[src/rtl/sps_pkg.sv]
package sps_pkg;
  localparam int OPT_W = 8;
  localparam logic [OPT_W-1:0] OPT_RESET = 8'hFF;
  localparam int BIT_SRC   = 5;
  localparam int BIT_EDGE  = 4;
  localparam int BIT_OWNER = 3;
  localparam int RATIO_LSB = 0;
  localparam int RATIO_W   = 3;

  typedef enum logic { OWN_TIMER = 1'b0, OWN_WDOG = 1'b1 } owner_e;
  typedef enum logic { SRC_CYCLE = 1'b0, SRC_PIN = 1'b1 } source_e;
endpackage

[src/rtl/sps_cycle_sync.sv]
module sps_cycle_sync #(
  parameter int PHASES = 4
) (
  input  logic clk,
  input  logic rst_n,
  input  logic pin,
  input  logic fall_edge,
  input  logic use_tap,
  input  logic tap_lvl,
  output logic tick,
  output logic pin_rise,
  output logic ext_evt
);
  localparam int PHW = (PHASES > 2) ? $clog2(PHASES) : 1;
  localparam logic [PHW-1:0] PH_LAST = PHW'(PHASES - 1);
  localparam logic [PHW-1:0] PH_MID  = PHW'(PHASES / 2 - 1);

  logic [PHW-1:0] ph_q, ph_d;
  logic [1:0]     meta_q, meta_d;
  logic           pinx_d_q, samp_a_q, samp_a_d, lvl_q, lvl_d;
  logic           pin_x, lvl_in, agree, mid;

  always_comb begin
    pin_x    = meta_q[1] ^ fall_edge;
    lvl_in   = use_tap ? tap_lvl : pin_x;
    tick     = (ph_q == PH_LAST);
    mid      = (ph_q == PH_MID);
    agree    = (lvl_in == samp_a_q);
    ph_d     = tick ? '0 : ph_q + PHW'(1);
    meta_d   = {meta_q[0], pin};
    samp_a_d = mid ? lvl_in : samp_a_q;
    lvl_d    = (tick && agree) ? lvl_in : lvl_q;
    ext_evt  = tick & agree & lvl_in & ~lvl_q;
    pin_rise = pin_x & ~pinx_d_q;
  end

  always_ff @(posedge clk or negedge rst_n) begin
    if (!rst_n) begin
      ph_q     <= '0;
      meta_q   <= '0;
      pinx_d_q <= 1'b0;
      samp_a_q <= 1'b0;
      lvl_q    <= 1'b0;
    end else begin
      ph_q     <= ph_d;
      meta_q   <= meta_d;
      pinx_d_q <= pin_x;
      samp_a_q <= samp_a_d;
      lvl_q    <= lvl_d;
    end
  end

  // the cycle tick is a single-clock pulse
  assert_tick_single_R2: assert property (@(posedge clk) disable iff (!rst_n)
    tick |=> !tick);
  // an accepted pin event leaves the synchronized level high
  assert_sync_level_R6: assert property (@(posedge clk) disable iff (!rst_n)
    ext_evt |=> lvl_q);
endmodule

[src/rtl/sps_prescaler.sv]
module sps_prescaler #(
  parameter int PW = 8,
  parameter int EW = $clog2(PW + 1)
) (
  input  logic          clk,
  input  logic          rst_n,
  input  logic          inc,
  input  logic          clr,
  input  logic [EW-1:0] expo,
  output logic          carry,
  output logic          tap
);
  logic [PW-1:0] cnt_q, cnt_d, mask;

  always_comb begin
    mask = '0;
    tap  = 1'b0;
    for (int i = 0; i < PW; i++) begin
      if (EW'(i) < expo)       mask[i] = 1'b1;
      if (expo == EW'(i + 1))  tap     = cnt_q[i];
    end
    carry = inc & (&(cnt_q | ~mask));
    if (clr)      cnt_d = '0;
    else if (inc) cnt_d = cnt_q + PW'(1);
    else          cnt_d = cnt_q;
  end

  always_ff @(posedge clk or negedge rst_n) begin
    if (!rst_n) cnt_q <= '0;
    else        cnt_q <= cnt_d;
  end

  // a clear leaves the prescaler empty
  assert_presc_clear_R4: assert property (@(posedge clk) disable iff (!rst_n)
    clr |=> (cnt_q == '0));
endmodule

[src/rtl/sps_timer.sv]
module sps_timer #(
  parameter int TW   = 8,
  parameter int HOLD = 2
) (
  input  logic          clk,
  input  logic          rst_n,
  input  logic          tick,
  input  logic          sleep,
  input  logic          wr,
  input  logic [TW-1:0] wdata,
  input  logic          evt,
  input  logic          flag_clr,
  output logic [TW-1:0] value,
  output logic          flag,
  output logic          busy
);
  localparam int HW = $clog2(HOLD + 1);

  logic [TW-1:0] val_q, val_d;
  logic [HW-1:0] hold_q, hold_d;
  logic          flag_q, flag_d, step_en, wrap;

  always_comb begin
    busy    = (hold_q != '0);
    step_en = evt & ~busy & ~sleep;
    wrap    = step_en & (val_q == '1) & ~wr;
    if (wr)           val_d = wdata;
    else if (step_en) val_d = val_q + TW'(1);
    else              val_d = val_q;
    if (wr)                hold_d = HW'(HOLD);
    else if (tick && busy) hold_d = hold_q - HW'(1);
    else                   hold_d = hold_q;
    if (wrap)          flag_d = 1'b1;
    else if (flag_clr) flag_d = 1'b0;
    else               flag_d = flag_q;
  end

  always_ff @(posedge clk or negedge rst_n) begin
    if (!rst_n) begin
      val_q  <= '0;
      hold_q <= '0;
      flag_q <= 1'b0;
    end else begin
      val_q  <= val_d;
      hold_q <= hold_d;
      flag_q <= flag_d;
    end
  end

  assign value = val_q;
  assign flag  = flag_q;

  assert_write_load_R4: assert property (@(posedge clk) disable iff (!rst_n)
    wr |=> (value == $past(wdata)));
  assert_hold_frozen_R4: assert property (@(posedge clk) disable iff (!rst_n)
    (busy && !wr) |=> $stable(value));
  assert_sleep_frozen_R7: assert property (@(posedge clk) disable iff (!rst_n)
    (sleep && !wr) |=> $stable(value));
  assert_flag_sticky_R5: assert property (@(posedge clk) disable iff (!rst_n)
    (flag && !flag_clr) |=> flag);
endmodule

[src/rtl/sps_watchdog.sv]
module sps_watchdog #(
  parameter int WW = 8
) (
  input  logic clk,
  input  logic rst_n,
  input  logic wtick,
  input  logic wclr,
  input  logic to_wdog,
  input  logic presc_carry,
  output logic base_ovf,
  output logic rst_pulse
);
  logic [WW-1:0] base_q, base_d;
  logic          rst_q, fire;

  always_comb begin
    base_ovf = wtick & ~wclr & (base_q == '1);
    fire     = to_wdog ? presc_carry : base_ovf;
    if (wclr)       base_d = '0;
    else if (wtick) base_d = base_q + WW'(1);
    else            base_d = base_q;
  end

  always_ff @(posedge clk or negedge rst_n) begin
    if (!rst_n) begin
      base_q <= '0;
      rst_q  <= 1'b0;
    end else begin
      base_q <= base_d;
      rst_q  <= fire;
    end
  end

  assign rst_pulse = rst_q;

  assert_base_clear_R9: assert property (@(posedge clk) disable iff (!rst_n)
    wclr |=> (base_q == '0));
  assert_pulse_width_R8: assert property (@(posedge clk) disable iff (!rst_n)
    rst_pulse |=> !rst_pulse);
endmodule

[src/rtl/sps_shared_timer.sv]
module sps_shared_timer
  import sps_pkg::*;
#(
  parameter int TW     = 8,
  parameter int PW     = 8,
  parameter int WW     = 8,
  parameter int PHASES = 4,
  parameter int HOLD   = 2
) (
  input  logic             clk,
  input  logic             rst_n,
  input  logic             tmr_wr,
  input  logic [TW-1:0]    tmr_wdata,
  input  logic             opt_wr,
  input  logic [OPT_W-1:0] opt_wdata,
  input  logic             ovf_clr,
  input  logic             ovf_ie,
  input  logic             ext_pin,
  input  logic             sleep,
  input  logic             wdt_tick,
  input  logic             wdt_clr,
  output logic [TW-1:0]    tmr_value,
  output logic [OPT_W-1:0] opt_value,
  output logic             ovf_flag,
  output logic             irq,
  output logic             wdt_rst
);
  localparam int EW = $clog2(PW + 1);

  logic [OPT_W-1:0] opt_q, opt_d;
  owner_e           owner;
  source_e          source;
  logic [EW-1:0]    expo;
  logic             tick, pin_rise, ext_evt, busy, base_ovf;
  logic             presc_inc, presc_clr, carry, tap, use_tap, tmr_evt;

  always_comb begin
    opt_d  = opt_wr ? opt_wdata : opt_q;
    owner  = owner_e'(opt_q[BIT_OWNER]);
    source = source_e'(opt_q[BIT_SRC]);
    expo   = EW'(opt_q[RATIO_LSB +: RATIO_W]) + ((owner == OWN_TIMER) ? EW'(1) : EW'(0));
    use_tap = (source == SRC_PIN) && (owner == OWN_TIMER);
    if (owner == OWN_WDOG) begin
      presc_inc = base_ovf;
      presc_clr = wdt_clr;
    end else begin
      presc_inc = ~busy & ~sleep & ((source == SRC_PIN) ? pin_rise : tick);
      presc_clr = tmr_wr;
    end
    if (source == SRC_PIN)      tmr_evt = ext_evt;
    else if (owner == OWN_WDOG) tmr_evt = tick;
    else                        tmr_evt = carry;
  end

  always_ff @(posedge clk or negedge rst_n) begin
    if (!rst_n) opt_q <= OPT_RESET;
    else        opt_q <= opt_d;
  end

  sps_cycle_sync #(.PHASES(PHASES)) u_sync (
    .clk(clk), .rst_n(rst_n), .pin(ext_pin), .fall_edge(opt_q[BIT_EDGE]),
    .use_tap(use_tap), .tap_lvl(tap), .tick(tick), .pin_rise(pin_rise),
    .ext_evt(ext_evt));

  sps_prescaler #(.PW(PW), .EW(EW)) u_presc (
    .clk(clk), .rst_n(rst_n), .inc(presc_inc), .clr(presc_clr),
    .expo(expo), .carry(carry), .tap(tap));

  sps_timer #(.TW(TW), .HOLD(HOLD)) u_tmr (
    .clk(clk), .rst_n(rst_n), .tick(tick), .sleep(sleep), .wr(tmr_wr),
    .wdata(tmr_wdata), .evt(tmr_evt), .flag_clr(ovf_clr),
    .value(tmr_value), .flag(ovf_flag), .busy(busy));

  sps_watchdog #(.WW(WW)) u_wdog (
    .clk(clk), .rst_n(rst_n), .wtick(wdt_tick), .wclr(wdt_clr),
    .to_wdog(owner == OWN_WDOG), .presc_carry(carry),
    .base_ovf(base_ovf), .rst_pulse(wdt_rst));

  assign opt_value = opt_q;
  assign irq       = ovf_flag & ovf_ie;

  // option byte writes take effect on the next cycle
  assert_opt_load_R2: assert property (@(posedge clk) disable iff (!rst_n)
    opt_wr |=> (opt_value == $past(opt_wdata)));
  // no request without the flag
  assert_irq_needs_flag_R5: assert property (@(posedge clk) disable iff (!rst_n)
    irq |-> ovf_flag);
endmodule

[config.mk]
export PLATFORM = sky130hd
export DESIGN_NAME = sps_shared_timer
export DESIGN_NICKNAME = d
export VERILOG_FILES = /design/src/rtl/sps_pkg.sv /design/src/rtl/sps_cycle_sync.sv /design/src/rtl/sps_prescaler.sv /design/src/rtl/sps_timer.sv /design/src/rtl/sps_watchdog.sv /design/src/rtl/sps_shared_timer.sv
export SDC_FILE = /design/constraint.sdc
export NUM_CORES = 1
export LEC_CHECK = 0
export ABC_AREA = 1
export CAP_MARGIN = 40
export CORE_ASPECT_RATIO = 0.6
export CORE_MARGIN = 1
export CORE_UTILIZATION = 28
export DETAILED_ROUTE_END_ITERATION = 6
export DONT_BUFFER_PORTS = 1
export GPL_TIMING_DRIVEN = 0
export PLACE_DENSITY = 0.47
export SYNTH_ARGS = -nofsm -noshare
export SYNTH_HDL_FRONTEND = slang
export SYNTH_SLANG_ARGS = --single-unit
[constraint.sdc]
create_clock -name clk -period 2.9 [get_ports clk]
set_input_delay 0.29 -clock clk [delete_from_list [all_inputs] [get_ports clk]]
set_output_delay 0.29 -clock clk [all_outputs]
set_load 0.02 [all_outputs]
* Word level (Yosys, flattened, before mapping)
Index checks and enable logic that the tools add are counted.
Widths: inputs -> output; s select.
** Storage, ports and cells
- Flip-flop bits (word level) :: 43
- Input port bits :: 26
- Output and inout port bits :: 19
- Word-level logic and storage cells :: 108
** Cells by class
- $add $sub $neg :: 6
- $lt $le $gt $ge :: 8
- Equal/unequal tests :: 13
- Multiplexer cells :: 35
- Bitwise logic cells :: 24
- Reductions and logical operators :: 10
** Operators by type and width (number)
- $mux 8 :: 6
- $mux 1 :: 26
- $add 8x1->8 const B :: 3
- $eq 4x3->1 const B :: 4
- $eq 8x8->1 const B :: 2
- $lt 3x4->1 const A :: 4
- $and 1x1->1 :: 14
- $reduce_bool 2->1 :: 6
- $eq 4x2->1 const B :: 2
- $lt 1x4->1 const A :: 2
- $lt 2x4->1 const A :: 2
- $not 8->8 :: 1
- $or 8x8->8 :: 1
- $reduce_and 8->1 :: 1
- $not 1->1 :: 7
- $mux 2 :: 3
- $add 3x1->4 :: 1
- $eq 4x1->1 const B :: 1
- $eq 4x4->1 const B :: 1
- $logic_and 1x1->1 :: 3
- $add 2x1->2 const B :: 1
- $eq 2x1->1 const B :: 1
- $eq 2x2->1 const B :: 1
- $sub 2x1->2 const B :: 1
- 2 further kinds :: 2

* Depth between registers and ports, before layout
Gate-level depths: netlist of the first run.
- Word-level depth :: 22
- Depth in mapped cells :: 19
- Depth with buffers taken out :: 19

* Hierarchy
Synthesis of the first run repeated with hierarchy kept, for this count alone.
** Unflattened totals
- Cells, all modules :: 332
- Area total of the unflattened synthesis :: 2511.2 um2
** By module, submodules not included
- sps_timer :: instances 1, cells an instance 88, area each 668.1 um2, sequential area each 275.3 um2
- sps_prescaler :: instances 1, cells an instance 90, area each 590.6 um2, sequential area each 200.2 um2
- sps_watchdog :: instances 1, cells an instance 60, area each 476.7 um2, sequential area each 225.2 um2
- sps_shared_timer :: instances 1, cells an instance 59, area each 445.4 um2, sequential area each 210.2 um2
- sps_cycle_sync :: instances 1, cells an instance 35, area each 330.3 um2, sequential area each 175.2 um2

* Least setup slack after synthesis of the first run
OpenSTA, ideal clock, no wires.
- Kind :: flip-flop to flip-flop
- Start point :: reg opt_q[3], in the netlist opt_value[3]
- End point :: reg u_tmr.val_q[2], in the netlist u_tmr.value[2]
- Setup time :: 0.117 ns
- Arrival time :: 2.269 ns
- Data required time :: 2.783 ns
- Setup slack :: 0.513 ns
- Cell stages (with the launch flop) :: 19
- Path buffers :: 1
- Clock period less this slack :: 2.387 ns
- Cells stage by stage :: dfstp_2 > inv_1 > ha_1 > ha_1 > buf_2 > nor2_2 > nand3_1 > inv_1 > nand2_1 > nand2_1 > nand4_1 > nand2_1 > nand2_2 > nand4_1 > nand2_2 > nand2_4 > nand2_4 > nand2_1 > nand2_1
** On the way
- Word-level cells in the longest chain between the ends :: 20
- Elaborated cells between the ends (all ways) :: 51
- Classes of those cells :: add/sub: 1; order compare: 8; eq/ne: 9; mux: 21; bitwise: 9; reduce/logical: 3
** Ends and longest elaborated chain
- start, declared :: RTL line sps_shared_timer.sv:30 : logic [OPT_W-1:0] opt_q, opt_d;
- start signal, assigned :: RTL line sps_shared_timer.sv:57 : else opt_q <= opt_d;
- $mux 1 :: RTL line sps_shared_timer.sv:41 : expo = EW'(opt_q[RATIO_LSB +: RATIO_W]) + ((owner == OWN_TIMER) ? EW'(1) : EW'(0));
- $add 3x1->4 :: RTL line sps_shared_timer.sv:41
- $eq 4x1->1 :: RTL line sps_prescaler.sv:20 : if (expo == EW'(i + 1)) tap = cnt_q[i];
- $mux 1 (8 in a row) :: RTL line sps_prescaler.sv:20
- $mux 1 :: RTL line sps_cycle_sync.sv:25 : lvl_in = use_tap ? tap_lvl : pin_x;
- $eq 1x1->1 :: RTL line sps_cycle_sync.sv:28 : agree = (lvl_in == samp_a_q);
- $and 1x1->1 (3 in a row) :: RTL line sps_cycle_sync.sv:33 : ext_evt = tick & agree & lvl_in & ~lvl_q;
- $mux 1 * :: RTL line sps_shared_timer.sv:50 : if (source == SRC_PIN) tmr_evt = ext_evt;
- $and 1x1->1 * (2 in a row) :: RTL line sps_timer.sv:25 : step_en = evt & ~busy & ~sleep;
- $reduce_bool 2->1 (no line) *
- end signal, assigned :: RTL line sps_timer.sv:44 : val_q <= val_d;
- end, declared :: RTL line sps_timer.sv:19 : logic [TW-1:0] val_q, val_d;
Every way passes the cells marked *; elsewhere a longest branch is shown, timed or not.
A chain may end at the register's enable or synchronous reset.

* Worst setup path in the final report of the first run
- Start point :: reg opt_q[3], in the netlist opt_value[3]
- End point :: reg u_tmr.flag_q, in the netlist u_tmr.flag
** On the way
- Word-level cells in the longest chain between the ends :: 22
- Elaborated cells between the ends (all ways) :: 54
- Classes of those cells :: add/sub: 1; order compare: 8; eq/ne: 9; mux: 22; bitwise: 11; reduce/logical: 3
** Ends and longest elaborated chain
- $mux 1 :: RTL line sps_shared_timer.sv:41
- $add 3x1->4 :: RTL line sps_shared_timer.sv:41
- $eq 4x1->1 :: RTL line sps_prescaler.sv:20
- $mux 1 (8 in a row) :: RTL line sps_prescaler.sv:20
- $mux 1 :: RTL line sps_cycle_sync.sv:25
- $eq 1x1->1 :: RTL line sps_cycle_sync.sv:28
- $and 1x1->1 (3 in a row) :: RTL line sps_cycle_sync.sv:33
- $mux 1 * :: RTL line sps_shared_timer.sv:50
- $and 1x1->1 * (2 in a row) :: RTL line sps_timer.sv:25
- $and 1x1->1 * (2 in a row) :: RTL line sps_timer.sv:26 : wrap = step_en & (val_q == '1) & ~wr;
- $mux 1 / $reduce_bool 2->1 (equally long branches)
- end signal, assigned :: RTL line sps_timer.sv:46 : flag_q <= flag_d;
- end, declared :: RTL line sps_timer.sv:21 : logic flag_q, flag_d, step_en, wrap;
Marked as above.

==> results.txt, run 1 <==
Syn. warnings = 0
Placed Area = 2539 um^2
Root Driver = clkbuf_16
Setup CP Type = reg -> reg
Final Non-Filler Cells = 427
Pwr Total = 1.532 mW
Top Ports = 45
Critical path's slowest cell = dfstp_2
Worst setup SP type = flop
Initial Utilization = 0.2967
Crit path cell chain = clkinvlp_4, ha_4, ha_1, buf_6, nor2_4, nand3_1, nand2_1, inv_1, nand4_1, nand2_1, nand2_2, nand4_1, nand2_2, nand2_4, buf_4, o22ai_1
Routed wl met3 = 400 um
CTS tree = yes
Die Height = 73.77 um
Worst Setup End Kind = flop
Final net count = 353
Routed wire per std cell = 13.20 um
Crit path max-delay family = simple AND/OR/NAND/NOR gates
Dpl cells = 410
Worst Path Max Fanout = 8
Worst-Skew Late Latency = 0.28 ns
DR top layer = met4
N_diodes = 0
Top post-synthesis cells by area = dfrtp_1, nand2_1, dfstp_2
Wire length on met2 = 2.132 mm
Met1 WL = 3.071 mm
Synth Flop Type = dfrtp_1
Most numerous cell in the Yosys netlist = nand2_1
Routability cong. = 0.7671
Synth area leader = dfrtp_1
Initial antenna violation count = 0
Skew final = 0.006212 ns
1st-pass router iterations = 4
Ys async rst share = 1.000
Largest net degree at the start of global routing = 44
Synth Net Count = 336
Final period util = 0.9328
Clk buf depth = 2
Max VDD drop = 0.0002647 V
Peak Freq = 369.7 MHz
WL final = 5.635 mm
Rel. slew slack = 0.6268
First-pass GRT wire length = 8.756 mm
Yosys cell types = 33
Status = completed
Max_cap viols = 0
Number of global-route vias before repair = 1745
DRT antenna net count = 0
CP arrival = 2.91 ns
Final Hold Violating Endpoints = 0
Starting DRT DRC Count = 64
Buffers and inverters on the worst path = 4
Setup Viol. Count Final = 0
Number of synthesized register bits = 43
Rows = 25
PD cells = 542.6 nW/um^2
Num CTS Buffers = 5
Core region area = 8102 um^2
Mapped Area = 2404 um^2
List of most frequent post-synthesis cells = nand2_1, inv_1, dfrtp_1
Synth top area share = 0.3644
Leak = 1.296 nW
Clk sinks = 43
Min cycle time layout = 2.705 ns
Port-buffer cells = 0
Seq/Total Area, Yosys = 0.4518
Hold WS = 0.03319 ns
Slew Viols, Final = 0
Worst Path Required = 3.10 ns
Clock transition at path regs = 0.06 ns
Die area = 8971 um^2
GRT overflow = 0
Hold Path Class = in -> reg
Gate Count Post-Synth = 302
Global router's overall resource usage = 0.1306
Final Util = 0.3484
Worst-margin pin slew = 0.5598 ns
CP max stage delay = 0.56 ns
Via count = 1934
Final instance area = 2823 um^2
Synthesized area per cell = 7.959 um^2
Die width = 121.6 um
Area Overhead vs Synth = 17.44%
DR DRC count = 0
Vias per cell = 4.529
Htree depth = 2
Layout cells sized above 1 = 0.1755
Post-DP HPWL = 4.055 mm
EDFF count, synth = 0
placed cells by master, fill, tap and decap left out, types with 3 or more instances in the layout:
cell and instances:
a21oi_1 12, a31oi_1 3, buf_4 9, clkbuf_16 5, dfrtp_1 35, dfstp_2 8
ha_1 7, inv_1 35, inv_2 5, mux2_2 5, nand2_1 71, nand2_2 6
nand3_1 27, nand4_1 3, nor2_1 19, nor3_1 8, o21ai_0 21, o21ai_1 4
xor2_1 4
routing by layer:
layer  global-route usage  up-vias
li1                     -     1025
met1               0.1979      859
met2               0.1673       48
met3              0.04891        2
met4              0.03292        0
met5                    0        -
cell families (layout without fill, tap and decap cells):
logic type                 Yosys count  in the layout  share of synthesized area
AOI/OAI and AO/OA                   47             47                     0.1067
xor gates and xnor gates             6              6                    0.02186
adders and majority gates            8              8                    0.04165
buffers and inverters               47             63                    0.07756
DFF                                 43             43                     0.4518
muxes                                5              5                    0.02342
and+or+nand+nor                    146            147                     0.2769
report_power, final:
part           switching [mW]  internal, mW  leakage, nW
logic                   0.154         0.107        0.686
registers              0.0751         0.652        0.540
clock network           0.230         0.314       0.0696
total                   0.459          1.07         1.30
metrics by stage:
stage	worst slack [ns]	setup TNS, ns
floorplan	0.5134	0
global placement	0.1219	0
detailed placement	0.1260	0
CTS	0.09393	0
global route	-0.04081	-0.05855
finish	0.1948	0
registers in the layout, indices dropped and copies added (netlist names):
| signal | flops |
|---|---|
| u_presc.cnt_q | 8 |
| u_tmr.hold_q | 2 |
| u_wdog.rst_pulse | 1 |
| u_sync.pinx_d_q | 1 |
| u_wdog.base_q | 8 |
| u_tmr.flag | 1 |
| opt_value | 8 |
| u_sync.ph_q | 2 |
| u_sync.samp_a_q | 1 |
| u_sync.meta_q | 2 |
| u_tmr.value | 8 |
| u_sync.lvl_q | 1 |
what timing repair did:
| item | in CTS | in global routing |
|---|---|---|
| setup endpoints to repair | 0 | 9 |
| endpoints found under the hold margin | 43 | 0 |
| hold buffers | 2 | 0 |
| setup buffers | 0 | 7 |
| gates resized for setup | 0 | 12 |
cell type report:
| cell class | count | area [um^2] |
|---|---|---|
| Buffer | 6 | 38.79 |
| Clock inverter | 2 | 13.76 |
| Sequential cell | 43 | 1086 |
| Tap cell | 108 | 135.1 |
| Inverter | 41 | 157.7 |
| Multi-Input combinational cell | 213 | 1176 |
| Clock buffer | 5 | 125.1 |
| Timing Repair Buffer | 9 | 90.09 |
| Fill cell | 860 | 5279 |
worst paths after layout:
check | end | cells past startpoint | from | slack (ns)
worst max-delay path | u_tmr.flag | 16 | opt_value[3] | 0.19
worst max register to register | u_tmr.flag | 16 | opt_value[3] | 0.19
worst min-delay path | u_sync.meta_q[0] | 0 | ext_pin | 0.03
min in group asynchronous | u_sync.ph_q[0] | 2 | rst_n | 0.51
max in group asynchronous | opt_value[7] | 2 | rst_n | 2.12
worst min register to register | u_sync.meta_q[1] | 0 | u_sync.meta_q[0] | 0.35
Note: power is estimated with default switching activity, not from simulation.
==> run 2, diff against run 1 <==
--- a/config.mk
+++ b/config.mk
@@ -13,7 +13,9 @@
 export DETAILED_ROUTE_END_ITERATION = 6
 export DONT_BUFFER_PORTS = 1
 export GPL_TIMING_DRIVEN = 0
+export MAX_ROUTING_LAYER = met4
 export PLACE_DENSITY = 0.47
+export REMOVE_ABC_BUFFERS = 1
 export SYNTH_ARGS = -nofsm -noshare
 export SYNTH_HDL_FRONTEND = slang
 export SYNTH_SLANG_ARGS = --single-unit
==> results.txt, run 2 (synthesized netlist as in run 1, its figures left out) <==
Peak Freq = 367.3 MHz (-0.65%)
N_diodes = 0 (unchanged)
Most frequent cells in the layout = nand2_1, inv_1, dfrtp_1, nand3_1, o21ai_0
CP endpoint = u_tmr.value[6]
Global router's overall resource usage = 0.1324 (+0.001809)
Pwr Total = 1.615 mW (+5.4%)
Crit. Startpoint = opt_value[3]
GRT overflow = 0 (unchanged)
Routed wire per std cell = 13.05 um (-1.1%)
Number of global-route vias before repair = 1709 (-2.1%)
Largest net degree at the start of global routing = 44 (unchanged)
Layout cells sized above 1 = 0.1521 (-0.02345)
Setup TNS = 0 ns (unchanged)
Commonest non-fill, non-tap cell in the layout = nand2_1
WL final = 5.441 mm (-3.4%)
R2R cell count = 18 (+2)
Die Height = 73.77 um (unchanged)
Via count = 1913 (-1.1%)
DRT antenna net count = 0 (unchanged)
Max_cap viols = 0 (unchanged)
Post-route setup slack = 0.1771 ns (-0.01764 ns)
1st-pass router iterations = 4 (unchanged)
Worst-Skew Late Latency = 0.29 ns (about the same)
Clk sinks = 43 (unchanged)
Worst setup SP type = flop
Rows = 25 (unchanged)
First-pass GRT wire length = 8.645 mm (-1.3%)
Top Ports = 45 (unchanged)
Placed Area = 2506 um^2 (-1.3%)
Initial antenna violation count = 0 (unchanged)
Hold Path Class = in -> reg
Setup Viol. Count Final = 0 (unchanged)
Dpl cells = 404 (-1.5%)
Hold WS = 0.02412 ns (-0.009062 ns)
CTS tree = yes
Root Driver = clkbuf_16
Final period util = 0.9389 (+0.006084)
Core region area = 8102 um^2 (unchanged)
PD cells = 582.7 nW/um^2 (+7.4%)
Die area = 8971 um^2 (unchanged)
Worst Path Required = 3.08 ns (-0.02 ns)
Final Non-Filler Cells = 417 (-2.3%)
Worst Setup End Kind = flop
Port-buffer cells = 0 (unchanged)
DR DRC count = 0 (unchanged)
Starting DRT DRC Count = 108 (+69%)
Rel. slew slack = 0.6964 (+0.06962)
Die width = 121.6 um (unchanged)
Reg2reg start = opt_value[3]
Setup WS pre-CTS = -0.02961 ns (-0.1556 ns)
Clock transition at path regs = 0.06 ns (about the same)
Max VDD drop = 0.0003381 V (+28%)
Vias per cell = 4.588 (+1.3%)
Worst Path Max Fanout = 6 (-2)
Slew Viols, Final = 0 (unchanged)
Skew final = 0.002327 ns (-0.003885 ns)
Final instance area = 2771 um^2 (-1.8%)
FF-to-FF setup slack = 0.18 ns (-0.02 ns)
Final net count = 342 (-3.1%)
Min cycle time layout = 2.723 ns (+0.01764 ns)
Final Util = 0.3421 (-0.006332)
CP arrival = 2.91 ns (about the same)
Setup CP Type = reg -> reg
Register area = 1086 um^2 (unchanged)
Area of the multi-input gates = 1149 um^2 (-2.3%)
Num CTS Buffers = 5 (unchanged)
Reg2Reg Capture Point = u_tmr.value[6]
Worst-margin pin slew = 0.4506 ns (-0.1092 ns)
Final Hold Violating Endpoints = 0 (unchanged)
Area Overhead vs Synth = 15.30%
Status = completed
Post-DP HPWL = 4.065 mm (+0.25%)
Clk buf depth = 2 (unchanged)
Routability cong. = 0.7975 (+4.0%)
Htree depth = 2 (unchanged)
# fillers = 856 (-0.47%)
Leak = 1.264 nW (-2.5%)
Initial Utilization = 0.2967 (unchanged)
[run 2: critical path, stage by stage (launching register included)]
cell and delay, ns:
dfstp_2 0.66, clkinvlp_4 0.17, ha_2 0.22, ha_4 0.17
inv_1 0.04, nand2_1 0.07, nand2_4 0.11, nand2_1 0.09
o21ai_0 0.19, o21ai_0 0.12, nand2_1 0.07, nand3_1 0.12
nand2_1 0.09, nand2_1 0.06, nand2_2 0.08, nand2_4 0.08
buf_4 0.16, nand3_1 0.06, nand2_1 0.05
[run 2: layer usage]
metal,global-route usage,vias up,routed length [um]
met5,-,-,0
met3,0.03960,8,304
met2,0.1622,47,2038
met4,0.04115,0,72
met1,0.1989,865,3026
li1,-,993,-
[run 2: worst min path at each step]
| stage | startpoint | to | cells past startpoint |
|---|---|---|---|
| floorplan | rst_n | u_presc.cnt_q[0] | 0 |
| global placement | rst_n | u_presc.cnt_q[1] | 0 |
| detailed placement | rst_n | u_presc.cnt_q[7] | 0 |
| CTS | ext_pin | u_sync.meta_q[0] | 0 |
| global route | ext_pin | u_sync.meta_q[0] | 0 |
| finish | ext_pin | u_sync.meta_q[0] | 0 |
[run 2: where the power goes]
part           internal [mW]  leakage (nW)  switching, mW
Combinational         0.0895         0.644          0.136
Clock                  0.409        0.0804          0.247
Sequential             0.652         0.540         0.0815
[run 2: timing repair]
action,in CTS,in global routing
endpoints found under the hold margin,43,0
setup buffers,1,2
hold buffers,2,0
endpoints found under the setup margin,8,9
gates resized for setup,2,3
[run 2: final cells by class]
cell class,instances,area share
clock buffer,5,0.04515
clock inverter,3,0.01670
inverter,41,0.05688
multi-input combinational,212,0.4144
sequential,43,0.3919
tap,108,0.04876
timing repair buffer,5,0.02619
==> run 3, diff against run 2 <==
--- a/config.mk
+++ b/config.mk
@@ -18,4 +18,5 @@
 export REMOVE_ABC_BUFFERS = 1
 export SYNTH_ARGS = -nofsm -noshare
 export SYNTH_HDL_FRONTEND = slang
+export SYNTH_HIERARCHICAL = 1
 export SYNTH_SLANG_ARGS = --single-unit
==> results.txt, run 3 <==
Largest net degree at the start of global routing = 44 (unchanged)
Final instance area = 2952 um^2 (+6.5%)
# fillers = 934 (+9.1%)
Initial Utilization = 0.2924 (-0.004284)
Clock transition at path regs = 0.07 ns (about the same)
Min cycle time layout = 2.891 ns (+0.1677 ns)
Gate Count Post-Synth = 332 (+9.9%)
Status = completed
Ys async rst share = 1.000 (unchanged)
Placed Area = 2635 um^2 (+5.1%)
Max VDD drop = 0.0001915 V (-43%)
Most frequent cells in the layout = nand2_1, inv_1, dfrtp_1, nand3_1, o21ai_0
Peak Freq = 345.9 MHz (-5.8%)
Root Driver = clkbuf_16
GRT overflow = 0 (unchanged)
Area Overhead vs Synth = 17.54%
Met3 Use GR = 0.04565 (+0.006050)
Worst Path Required = 3.13 ns (+0.05 ns)
Global router's overall resource usage = 0.1433 (+0.01088)
Syn. warnings = 6 (+6)
Final Non-Filler Cells = 458 (+9.8%)
Yosys cell types = 33 (unchanged)
Routability cong. = 0.8215 (+3.0%)
Worst Setup End Kind = flop
Synth Flop Type = dfrtp_1
CTS tree = yes
Worst-margin pin slew = 0.3388 ns (-0.1118 ns)
Mapped Area = 2511 um^2 (+4.5%)
Leak = 1.374 nW (+8.7%)
Number of synthesized register bits = 43 (unchanged)
Slew Viols, Final = 0 (unchanged)
Worst setup SP type = flop
Reg2reg start = opt_value[3]
Starting DRT DRC Count = 143 (+32%)
Top Ports = 45 (unchanged)
Clk buf depth = 2 (unchanged)
R2R cell count = 20 (+2)
Htree depth = 2 (unchanged)
Max_cap viols = 0 (unchanged)
First-pass GRT wire length = 10.07 mm (+16%)
Die area = 9364 um^2 (+4.4%)
Setup Viol. Count Final = 0 (unchanged)
Vias per cell = 4.581 (-0.15%)
Dpl cells = 442 (+9.4%)
Number of global-route vias before repair = 2045 (+20%)
Hold Path Class = in -> reg
Port-buffer cells = 0 (unchanged)
Top post-synthesis cells by area = dfrtp_1, nand2_1, dfstp_2
Commonest non-fill, non-tap cell in the layout = nand2_1
Layout cells sized above 1 = 0.1676 (+0.01553)
Rel. slew slack = 0.7741 (+0.07771)
Initial antenna violation count = 0 (unchanged)
Skew final = 0.008655 ns (+0.006328 ns)
Num CTS Buffers = 5 (unchanged)
CP arrival = 3.12 ns (+0.21 ns)
Via count = 2098 (+9.7%)
Reg2Reg Capture Point = u_tmr/value[4]
FF-to-FF setup slack = 0.009 ns (-0.17 ns)
Clk sinks = 43 (unchanged)
PD cells = 539.6 nW/um^2 (-7.4%)
Rows = 26 (+4.0%)
Met1 Use GR = 0.1988 (about the same)
List of most frequent post-synthesis cells = nand2_1, inv_1, dfrtp_1
Post-DP HPWL = 4.256 mm (+4.7%)
Core region area = 8588 um^2 (+6.0%)
Setup CP Type = reg -> reg
Worst-Skew Late Latency = 0.29 ns (about the same)
Final period util = 0.9968 (+0.05784)
Worst Path Max Fanout = 7 (+1)
Final Util = 0.3437 (+0.001592)
Routed wire per std cell = 12.85 um (-1.5%)
Gr busiest metal = met1
Crit. Startpoint = opt_value[3]
EDFF count, synth = 0 (unchanged)
Synthesized area per cell = 7.564 um^2 (-5.0%)
Met2 GRT Util = 0.1946 (+0.03235)
Most numerous cell in the Yosys netlist = nand2_1
Synth area leader = dfrtp_1
Die Height = 75.36 um (+2.2%)
WL final = 5.886 mm (+8.2%)
DRT antenna net count = 0 (unchanged)
Unrepaired setup endpoints after global routing = yes
CP endpoint = u_tmr/value[4]
Die width = 124.3 um (+2.2%)
Synth top area share = 0.3488 (-0.01561)
DR DRC count = 0 (unchanged)
N_diodes = 0 (unchanged)
Final Hold Violating Endpoints = 0 (unchanged)
Final net count = 379 (+11%)
1st-pass router iterations = 4 (unchanged)
Seq/Total Area, Yosys = 0.4325 (-0.01936)
-- run 3: changes by cell type in the layout (fill, tap and decap cells not counted), sizes merged, moves of 3 or more --
cell   delta
mux2      -5
nand2    +25
nor2      +6
nand3     +4
nand4     +5
buf       +3
or2       +3
nor3      -6
inv       +9
-- run 3: repair_timing --
action,CTS,global route
setup buffers,4,2
pin swaps,13,6
endpoints found under the hold margin,43,0
setup endpoints to repair,9,9
hold buffers,2,0
gates resized for setup,11,7
-- run 3: kinds of logic (layout without fill, tap and decap cells) --
logic type | after synthesis | after routing | share of synthesized area
adder cells (fa/ha/maj) | 8 | 8 | 0.03986
AO/OA/AOI/OAI | 45 | 45 | 0.09517
buffers and inverters | 52 | 66 | 0.08121
AND/OR/NAND/NOR | 181 | 181 | 0.3408
XOR/XNOR | 3 | 3 | 0.01047
flip-flops | 43 | 43 | 0.4325
-- run 3: stage by stage --
stage	TNS (ns)	power, mW	hold slack [ns]	setup slack [ns]
floorplan	0	0.8518	-0.005591	0.1333
global placement	-2.861	0.8900	-0.003998	-0.3878
detailed placement	-2.668	0.8936	-0.003752	-0.3668
CTS	-0.02963	1.607	0.01774	-0.02148
global route	-1.903	1.678	0.01314	-0.2451
finish	0	1.593	0.02624	0.009379
-- run 3: routing by layer --
layer / up-vias / part of all wire
met5: - / 0
met4: 0 / 0.012
met3: 7 / 0.054
met2: 34 / 0.39
met1: 969 / 0.55
li1: 1088 / -
-- run 3: worst min-delay path by stage --
stage                 start          endpoint  slack (ns)  cells after the start
floorplan             rst_n  u_presc/cnt_q[0]      -0.006                      0
global placement      rst_n   u_sync/samp_a_q      -0.004                      0
detailed placement    rst_n  u_sync/meta_q[1]      -0.004                      0
CTS                 ext_pin  u_sync/meta_q[0]        0.02                      0
global route        ext_pin  u_sync/meta_q[0]        0.01                      0
finish              ext_pin  u_sync/meta_q[0]        0.03                      0
-- run 3: cell type report --
cell class | instances | area (um^2) | area share
multi-input combinational | 237 | 1279 | 0.4332
inverter | 50 | 195.2 | 0.06613
timing repair buffer | 8 | 78.83 | 0.02671
clock inverter | 3 | 43.79 | 0.01484
sequential | 43 | 1090 | 0.3692
clock buffer | 5 | 125.1 | 0.04239
tap | 112 | 140.1 | 0.04748
-- run 3: worst max-delay path: stages (launching register included) --
cell and delay [ns]:
dfstp_4 0.72, inv_6 0.05, ha_4 0.16, ha_4 0.15
xor2_2 0.17, inv_2 0.09, nand2_1 0.07, nor2_1 0.10
nand2_1 0.06, nand2_1 0.06, nand2_1 0.05, nand4_1 0.13
or2_4 0.15, nand4_1 0.09, nor2_1 0.12, nand2_1 0.07
nand2_2 0.10, nand3_4 0.11, nor2_4 0.19, nand3b_1 0.10
nand3_1 0.08
-- run 3: report_power, final --
part           internal, mW  switching (mW)
sequential            0.645          0.0693
combinational        0.0894           0.132
clock                 0.407           0.250
